### config.mk
export PLATFORM = sky130hd
export DESIGN_NAME = rx_sample_extractor
export DESIGN_NICKNAME = d
export VERILOG_FILES = /design/src/rtl/rxse_pkg.sv /design/src/rtl/rxse_capture_ctrl.sv /design/src/rtl/rxse_fifo.sv /design/src/rtl/rx_sample_extractor.sv
export SDC_FILE = /design/constraint.sdc
export NUM_CORES = 1
export LEC_CHECK = 0
export BUFFER_PORTS_ARGS = -buffer_cell sky130_fd_sc_hd__clkbuf_2
export CORE_MARGIN = 2
export CORE_UTILIZATION = 30
export DETAILED_ROUTE_END_ITERATION = 16
export HOLD_SLACK_MARGIN = 0.12
export PLACE_DENSITY = 0.43
export SLEW_MARGIN = 20
export SYNTH_ARGS = -nofsm -noshare
export SYNTH_HDL_FRONTEND = slang
export SYNTH_SLANG_ARGS = --single-unit
### constraint.sdc
create_clock -name clk -period 3.2 [get_ports clk]
set_input_delay 0.48 -clock clk [delete_from_list [all_inputs] [get_ports clk]]
set_output_delay 0.48 -clock clk [all_outputs]
set_load 0.01 [all_outputs]
### src/rtl/rxse_pkg.sv
package rxse_pkg;

    localparam int SAMPLE_W = 16;

    typedef enum logic {
        CAP_BY_VALID = 1'b0,
        CAP_BY_COUNT = 1'b1
    } cap_mode_e;

    typedef struct packed {
        logic [SAMPLE_W-1:0] sample;
        logic                dv;
    } frame_t;

    // Clear the bits below the significant width of a left-justified sample.
    function automatic logic [SAMPLE_W-1:0] justify(input logic [SAMPLE_W-1:0] s,
                                                    input int unsigned sig_bits);
        logic [SAMPLE_W-1:0] mask;
        for (int i = 0; i < SAMPLE_W; i++) begin
            mask[i] = (i >= SAMPLE_W - int'(sig_bits));
        end
        return s & mask;
    endfunction

endpackage

### src/rtl/rxse_capture_ctrl.sv
module rxse_capture_ctrl
    import rxse_pkg::*;
#(
    parameter int RATE_W = 8
) (
    input  logic              clk,
    input  logic              rst,
    input  logic              frm_stb,
    input  logic              frm_dv,
    input  logic              chan_en,
    input  cap_mode_e         mode,
    input  logic [RATE_W-1:0] rate_mod,
    output logic              capture
);

    logic [RATE_W-1:0] cnt_q;
    logic              first_q;
    logic              count_hit;

    assign count_hit = first_q || (cnt_q == '0);

    always_comb begin
        capture = 1'b0;
        if (chan_en && frm_stb) begin
            if (mode == CAP_BY_VALID) capture = frm_dv;
            else                      capture = count_hit;
        end
    end

    always_ff @(posedge clk) begin
        if (rst || !chan_en) begin
            cnt_q   <= '0;
            first_q <= 1'b1;
        end else if (frm_stb && mode == CAP_BY_COUNT) begin
            first_q <= 1'b0;
            if (count_hit) cnt_q <= rate_mod;
            else           cnt_q <= cnt_q - 1'b1;
        end
    end

    // between reloads, counter mode does not capture
    a_r4_no_capture_mid_count: assert property (@(posedge clk) disable iff (rst)
        (chan_en && frm_stb && mode == CAP_BY_COUNT && !first_q && cnt_q != '0) |-> !capture);

    // a disabled channel leaves the first-sample capture armed
    a_r3_rearm_on_disable: assert property (@(posedge clk) disable iff (rst)
        !chan_en |=> first_q);

endmodule

### src/rtl/rxse_fifo.sv
module rxse_fifo #(
    parameter int DEPTH = 12,
    parameter int W     = 16
) (
    input  logic         clk,
    input  logic         rst,
    input  logic         push,
    input  logic [W-1:0] wdata,
    input  logic         pop,
    output logic [W-1:0] rdata,
    output logic         empty,
    output logic         dropped
);

    localparam int PTR_W = (DEPTH > 1) ? $clog2(DEPTH) : 1;
    localparam int CNT_W = $clog2(DEPTH + 1);
    localparam logic [PTR_W-1:0] LAST = PTR_W'(DEPTH - 1);
    localparam logic [CNT_W-1:0] FULL_CNT = CNT_W'(DEPTH);

    logic [W-1:0]     mem [DEPTH];
    logic [PTR_W-1:0] wr_ptr, rd_ptr;
    logic [CNT_W-1:0] count;
    logic             full, do_wr, do_rd;

    assign full    = (count == FULL_CNT);
    assign empty   = (count == '0);
    assign do_wr   = push && !full;
    assign do_rd   = pop && !empty;
    assign dropped = push && full;
    assign rdata   = mem[rd_ptr];

    always_ff @(posedge clk) begin
        if (do_wr) mem[wr_ptr] <= wdata;
    end

    always_ff @(posedge clk) begin
        if (rst) begin
            wr_ptr <= '0;
            rd_ptr <= '0;
            count  <= '0;
        end else begin
            if (do_wr) wr_ptr <= (wr_ptr == LAST) ? '0 : wr_ptr + 1'b1;
            if (do_rd) rd_ptr <= (rd_ptr == LAST) ? '0 : rd_ptr + 1'b1;
            case ({do_wr, do_rd})
                2'b10:   count <= count + 1'b1;
                2'b01:   count <= count - 1'b1;
                default: count <= count;
            endcase
        end
    end

    // occupancy never exceeds the depth
    a_r6_bounded_count: assert property (@(posedge clk) disable iff (rst)
        count <= FULL_CNT);

    // a push while full leaves occupancy unchanged
    a_r6_full_push_dropped: assert property (@(posedge clk) disable iff (rst)
        (full && push && !pop) |=> $stable(count));

    // popping the last entry empties the FIFO
    a_r5_last_pop_empties: assert property (@(posedge clk) disable iff (rst)
        (count == CNT_W'(1) && pop && !push) |=> empty);

endmodule

### src/rtl/rx_sample_extractor.sv
module rx_sample_extractor
    import rxse_pkg::*;
#(
    parameter int RATE_W      = 8,
    parameter int FIFO_DEPTH  = 12,
    parameter int SAMPLE_BITS = 12
) (
    input  logic              clk,
    input  logic              rst,
    input  logic              frm_stb,
    input  logic [15:0]       frm_sample,
    input  logic              frm_dv,
    input  logic              chan_en,
    input  logic              cap_mode,
    input  logic [RATE_W-1:0] rate_mod,
    input  logic              ovf_clr,
    input  logic              rd_pop,
    output logic [15:0]       rd_data,
    output logic              empty,
    output logic              overflow
);

    frame_t              frm;
    cap_mode_e           mode;
    logic                capture;
    logic                dropped;
    logic [SAMPLE_W-1:0] stored_word;

    assign frm.sample  = frm_sample;
    assign frm.dv      = frm_dv;
    assign mode        = cap_mode_e'(cap_mode);
    assign stored_word = justify(frm.sample, SAMPLE_BITS);

    rxse_capture_ctrl #(
        .RATE_W (RATE_W)
    ) u_ctrl (
        .clk      (clk),
        .rst      (rst),
        .frm_stb  (frm_stb),
        .frm_dv   (frm.dv),
        .chan_en  (chan_en),
        .mode     (mode),
        .rate_mod (rate_mod),
        .capture  (capture)
    );

    rxse_fifo #(
        .DEPTH (FIFO_DEPTH),
        .W     (SAMPLE_W)
    ) u_fifo (
        .clk     (clk),
        .rst     (rst),
        .push    (capture),
        .wdata   (stored_word),
        .pop     (rd_pop),
        .rdata   (rd_data),
        .empty   (empty),
        .dropped (dropped)
    );

    always_ff @(posedge clk) begin
        if (rst)           overflow <= 1'b0;
        else if (dropped)  overflow <= 1'b1;
        else if (ovf_clr)  overflow <= 1'b0;
    end

    // nothing is captured while the channel is disabled
    a_r3_no_capture_disabled: assert property (@(posedge clk) disable iff (rst)
        !chan_en |-> !capture);

    // in valid-bit mode a frame with a clear valid bit is not captured
    a_r2_valid_gates: assert property (@(posedge clk) disable iff (rst)
        (frm_stb && !cap_mode && !frm_dv) |-> !capture);

    // overflow holds without a clear
    a_r7_ovf_sticky: assert property (@(posedge clk) disable iff (rst)
        (overflow && !ovf_clr) |=> overflow);

    // overflow rises only after a dropped push
    a_r7_ovf_cause: assert property (@(posedge clk) disable iff (rst)
        $rose(overflow) |-> $past(dropped));

endmodule

==> flow_summary.toml, run 1 <==
[outcome]
status = "finished clean"

[critical_path]
worst_path_most_repeated_cell = "ha_1"
cp_slowest_stage_delay_ns = 0.45
path_cells = "inv_1 > ha_1 > nor4b_2 > a21boi_2 > nor2_4 > inv_2 > ha_1 > xor2_1 > ha_1 > a21oi_1 > xor2_1 > or3_1 > a21oi_1"
arrival_ns = 3.28
start_kind = "flip-flop"
cp_num_buf_inv = 2
cp.required_ns = 3.55
critPathMaxFanout = 6
crit_family = "simple AND/OR/NAND/NOR gates"
cp_slowest_cell = "nor4b_2"
critical_path_class = "reg2reg"
cp-end-kind = "flip-flop"

[power]
seqPwrFrac = 0.462
ir_worst_vdd_mv = 0.279
intPower_w = 0.00405
clkPwrFrac = 0.386
share_comb_of_total_power = 0.152
switching_share = 0.254
p_leak_nw = 2.70
switchingPower_w = 0.00138
powerDensity_mw_per_mm2 = 650

[die]
die_x_um = 157
die_h_um = 157
initial_core_util = 0.303
ios = 50
dieArea_mm2 = 0.0247
fp-row-count = 56
core_mm2 = 0.0233

[placement]
hpwl_um = 8740
io_buffers = 41
routabilityCongestion = 0.749
preCtsSetupSlack_ns = 0.314
post_dp_cell_area_mm2 = 0.00775

[timing]
slew-limit-headroom = 0.341
timing.final.crit_period_ns = 2.93
worst_pin_slew_ns = 0.988
fin_crit_sh = 0.915
max_freq_ghz = 0.342
setup_slack_ns = 0.272
finalHoldViolCount = 0
maxSlewViolCount = 0
rsz0062_at_grt = "false"
fin_tns_setup_ns = 0
setup_viol = 0
fin_skew_ns = 0.0126

[synth]
ys_warn_count = 0
synth_top_flop_cell = "edfxtp_1"
seq_area_frac_synth = 0.687
syn_inst = 425
synth_area_per_cell_um2 = 16.6
synthArstFlopShare = 0
synth_cell_types = 51
ys_seq_elements = 170
syn_area_mm2 = 0.00705
synth-edff-count = 144

[clock_tree]
clk_latency_ns = 0.42
cts-root-buf = "clkbuf_16"
cts_buffers = 17
postCtsSetupBuffers = 0
clock_sinks = 170
path_clk_slew_ns = 0.07
holdBufCountCts = 0
cts-htree-levels = 4
clock_path_buffers = 2
cts_tree = "yes"
post_cts_resize_count = 0

[drt]
ant_nets = 0
wl_met1_um = 6770
highest_layer = "met4"
drc = 0
via_per_inst = 4.58
vias = 3730
wl_met2_um = 7380
dr.first_iter.drc_count = 232
wl_met3_um = 421
drtPass1Iterations = 4
routed_wl_um = 14700
avgRoutedWirePerCell_um = 18.0

[run]
maxCapViolCount = 0

[cells_and_area]
n_fill_cell = 2254
final_cell_mix = "edfxtp_1 (144), clkbuf_2 (41), mux4_2 (36)"
mostFrequentLayoutCell = "edfxtp_1"
layout-area-overhead-vs-synth_pct = 18.5
final_nets = 523
final_core_util = 0.359
design_area_mm2 = 0.00835
drive_gt1_frac = 0.289
diodes = 0

[global_routing]
grt_max_degree = 37
grt_pass1_wl_um = 22500
grt_antenna_before_repair = 0
overflow = 0
grt_usage = 0.126
grt_pass1_vias = 3971

[hold_path]
min_path_type = "in2reg"
## layout make-up
| cell class | count | area, µm² | area share |
|---|---|---|---|
| Tap cell | 319 | 399 | 0.0478 |
| Inverter | 12 | 45.0 | 0.00539 |
| Clock buffer | 18 | 429 | 0.0514 |
| Sequential cell | 170 | 4850 | 0.580 |
| Clock inverter | 14 | 178 | 0.0213 |
| Multi-Input combinational cell | 222 | 2100 | 0.252 |
| Timing Repair Buffer | 59 | 353 | 0.0422 |
## power groups by stage
stage          Sequential, W  Clock, W  Combinational, W
3_3_place_gp         0.00256         0          0.000841
5_1_grt              0.00251   0.00225          0.000921
4_1_cts              0.00251   0.00216          0.000851
2_1_floorplan        0.00252         0          0.000654
3_5_place_dp         0.00256         0          0.000847
6_report             0.00251   0.00210          0.000825
## metrics by stage
step / std cells / hold WS (ns) / total power (W)
global placement: 782 / 0.455 / 0.00340
floorplan: 428 / 0.467 / 0.00317
detailed placement: 782 / 0.463 / 0.00340
global route: 814 / 0.314 / 0.00569
finish: 814 / 0.309 / 0.00543
CTS: 814 / 0.283 / 0.00552
## logic make-up (layout without fill, tap and decap cells)
family                   count (synthesis)  after routing  synth area share
AO/OA/AOI/OAI                           60             60            0.0543
XOR/XNOR                                 3              3           0.00373
adder cells (fa/ha/maj)                  9              9            0.0160
buffers and inverters                   36            103            0.0231
flip-flops                             170            170             0.687
multiplexers                            55             55             0.142
other                                    1              4          0.000532
AND/OR/NAND/NOR                         91             91            0.0731
## Yosys cell counts (all sizes together), types with 2 or more instances
master    n  share of area
nand2b    4         0.0035
nor3      7         0.0050
and3      4         0.0035
o41ai     2         0.0062
inv      12         0.0064
o21ai    24          0.017
ha        9          0.016
mux2i    18          0.026
nor4      4         0.0035
or3       3         0.0027
nand2    23          0.012
nor2b     6         0.0053
a31oi     2         0.0018
nor2     15         0.0091
xor2      3         0.0037
and2      3         0.0027
nor4b     7          0.011
a21oi    16          0.011
edfxtp  144           0.61
dfxtp    26          0.074
buf      12          0.010
mux4     36           0.11
clkbuf   12         0.0064
o31ai     3         0.0032
nand3     8         0.0057
o22ai     3         0.0027
## path summary, 6_finish.rpt
check / startpoint / endpoint / slack (ns) / cells past startpoint
min: ovf_clr / overflow / 0.31 / 3
min reg2reg: overflow / overflow / 0.47 / 2
max: u_ctrl.cnt_q[0] / u_fifo.count[2] / 0.27 / 13
max reg2reg: u_ctrl.cnt_q[0] / u_fifo.count[2] / 0.27 / 13
## registers in the layout, summed over array words and instances (netlist names), named ones only
name and cells:
u_fifo.mem 144, u_ctrl.cnt_q 8, u_fifo.count 4, u_fifo.rd_ptr 4
u_fifo.wr_ptr 4, overflow 1, u_ctrl.first_q 1
## routing by layer
metal,global-route usage,up-vias
li1,-,1784
met1,0.158,1893
met2,0.214,46
met3,0.0391,7
met4,0.0316,0
met5,0,-
## tightest hold or removal path, stage by stage
cell      delay, ns
clkbuf_2       0.07
nand2b_1       0.08
a21oi_1        0.05
(Power assumes the default switching activity.)
==> run 2: changes to the inputs <==
--- a/config.mk
+++ b/config.mk
@@ -6,11 +6,13 @@
 export NUM_CORES = 1
 export LEC_CHECK = 0
 export BUFFER_PORTS_ARGS = -buffer_cell sky130_fd_sc_hd__clkbuf_2
+export CELL_PAD_IN_SITES_DETAIL_PLACEMENT = 1
+export CELL_PAD_IN_SITES_GLOBAL_PLACEMENT = 1
 export CORE_MARGIN = 2
-export CORE_UTILIZATION = 30
+export CORE_UTILIZATION = 46
 export DETAILED_ROUTE_END_ITERATION = 16
 export HOLD_SLACK_MARGIN = 0.12
-export PLACE_DENSITY = 0.43
+export PLACE_DENSITY = 0.71
 export SLEW_MARGIN = 20
 export SYNTH_ARGS = -nofsm -noshare
 export SYNTH_HDL_FRONTEND = slang
==> run 2 against run 1 <==
Flip-flop and latch count unchanged. Clock skew decreased by 0.0057 ns. Non-clock buffer count decreased by 1. Via count increased by 4.1%. Total power decreased by 2.4%. Worst setup slack improved by 0.030 ns. Critical endpoint unchanged. Highest routed layer unchanged.
==> flow_summary.toml, run 2 (synthesis results as in run 1) <==
[hold_path]
min_from = "ovf_clr"
hold_path_end = "overflow"
min_delay_path_depth = 3
min_path_type = "in2reg"

[drt]
vias = 3884
via_per_inst = 5.70
ant_nets = 0
routed_wl_um = 14900
avgRoutedWirePerCell_um = 21.9
drtPass1Iterations = 4
dr.first_iter.drc_count = 314
drc = 0

[timing]
max_freq_ghz = 0.345
slew-limit-headroom = 0.602
rsz0062_at_grt = "false"
maxSlewViolCount = 0
fin_skew_ns = 0.00687
timing.final.crit_period_ns = 2.90
worst_pin_slew_ns = 0.590
fin_tns_setup_ns = 0
finalHoldViolCount = 0
fin_crit_sh = 0.906
setup_viol = 0

[clock_tree]
cts-root-buf = "clkbuf_16"
cts-htree-levels = 4
cts_buffers = 17
cts_tree = "yes"
clk_latency_ns = 0.43
clock_sinks = 170
path_clk_slew_ns = 0.06
clock_path_buffers = 2
holdBufCountCts = 0

[global_routing]
grt_max_degree = 37
grt_pass1_wl_um = 23200
grt_usage = 0.195
grt_pass1_vias = 4187
overflow = 0
grt_antenna_before_repair = 0

[run]
maxCapViolCount = 0

[die]
fp-row-count = 45
dieArea_mm2 = 0.0163
die_x_um = 128
die_h_um = 128
core_mm2 = 0.0151
ios = 50
initial_core_util = 0.467

[cells_and_area]
n_fill_cell = 1435
final_nets = 522
drive_gt1_frac = 0.284
mostFrequentLayoutCell = "edfxtp_1"
reg_top3 = "u_fifo.mem (144), u_ctrl.cnt_q (8)"
largest_register = "u_fifo.mem"
seq_area_mm2 = 0.00485
multiInputGateArea_mm2 = 0.00209
final_core_util = 0.538
design_area_mm2 = 0.00812
layout-area-overhead-vs-synth_pct = 15.2
final_cell_mix = "edfxtp_1 (144), clkbuf_2 (41), mux4_2 (36)"
largest_register_ffs = 144
diodes = 0

[power]
ir_worst_vdd_mv = 0.390
p_leak_nw = 2.68
powerDensity_mw_per_mm2 = 653

[placement]
routabilityCongestion = 0.787
hpwl_um = 9190
io_buffers = 41
post_dp_cell_area_mm2 = 0.00755

[critical_path]
start_kind = "flip-flop"
critPathMaxFanout = 9
ff2ff_path_depth = 13
cp-end-kind = "flip-flop"
r2r_end = "u_fifo.count[2]"
critical_path_class = "reg2reg"
timing.rr.start = "u_ctrl.cnt_q[0]"
cp.required_ns = 3.56
reg2reg_slack_ns = 0.30
arrival_ns = 3.25

[outcome]
status = "finished clean"
-- run 2: worst max-delay path: stages (launching register included) --
cell	delay, ns
dfxtp_1	0.34
inv_1	0.11
ha_1	0.26
nor4b_4	0.33
a21boi_2	0.17
nor2_4	0.18
inv_2	0.12
ha_1	0.27
xor2_1	0.17
ha_1	0.19
a21oi_1	0.14
xor2_1	0.09
or3_1	0.31
a21oi_1	0.14
-- run 2: routing by layer --
metal  track usage  routed length (µm)  vias up
met1         0.244                6280     1997
met3        0.0342                 625       19
met2         0.338                7760       91
met4        0.0769                 266        0
met5             0                   0        -
li1              -                   -     1777
-- run 2: worst max path at each step --
stage	start	end	slack (ns)	cells after the start
2_1_floorplan	u_ctrl.cnt_q[0]	u_fifo.mem[0][0]	0.09	7
3_3_place_gp	u_ctrl.cnt_q[0]	u_fifo.count[2]	0.33	13
3_5_place_dp	u_ctrl.cnt_q[0]	u_fifo.count[2]	0.22	13
4_1_cts	u_ctrl.cnt_q[0]	u_fifo.count[2]	0.19	13
5_1_grt	u_ctrl.cnt_q[0]	u_fifo.count[2]	0.03	13
6_report	u_ctrl.cnt_q[0]	u_fifo.count[2]	0.30	13
-- run 2: area by class of cell --
class,instances,share of cell area
tap,188,0.0290
clock buffer,18,0.0528
multi-input combinational,222,0.258
sequential,170,0.596
inverter,12,0.00554
timing repair buffer,58,0.0425
clock inverter,13,0.0159
-- run 2: through the flow --
step                hold slack [ns]  setup slack [ns]  total power, W  cells
finish                        0.312             0.302         0.00530    681
global route                  0.334            0.0283         0.00552    681
floorplan                     0.467            0.0938         0.00317    428
global placement              0.453             0.332         0.00339    649
detailed placement            0.465             0.224         0.00341    649
CTS                           0.295             0.185         0.00537    680
-- run 2: what timing repair did --
action	CTS	global route
endpoints found under the hold margin	0	0
gates resized for setup	0	1
buffers inserted	0	0
setup endpoints to repair	0	1
-- run 2: report_power, final --
part | switching, W | internal (W)
clock network | 0.000818 | 0.00114
logic | 0.000421 | 0.000422
registers | 0.0000594 | 0.00245
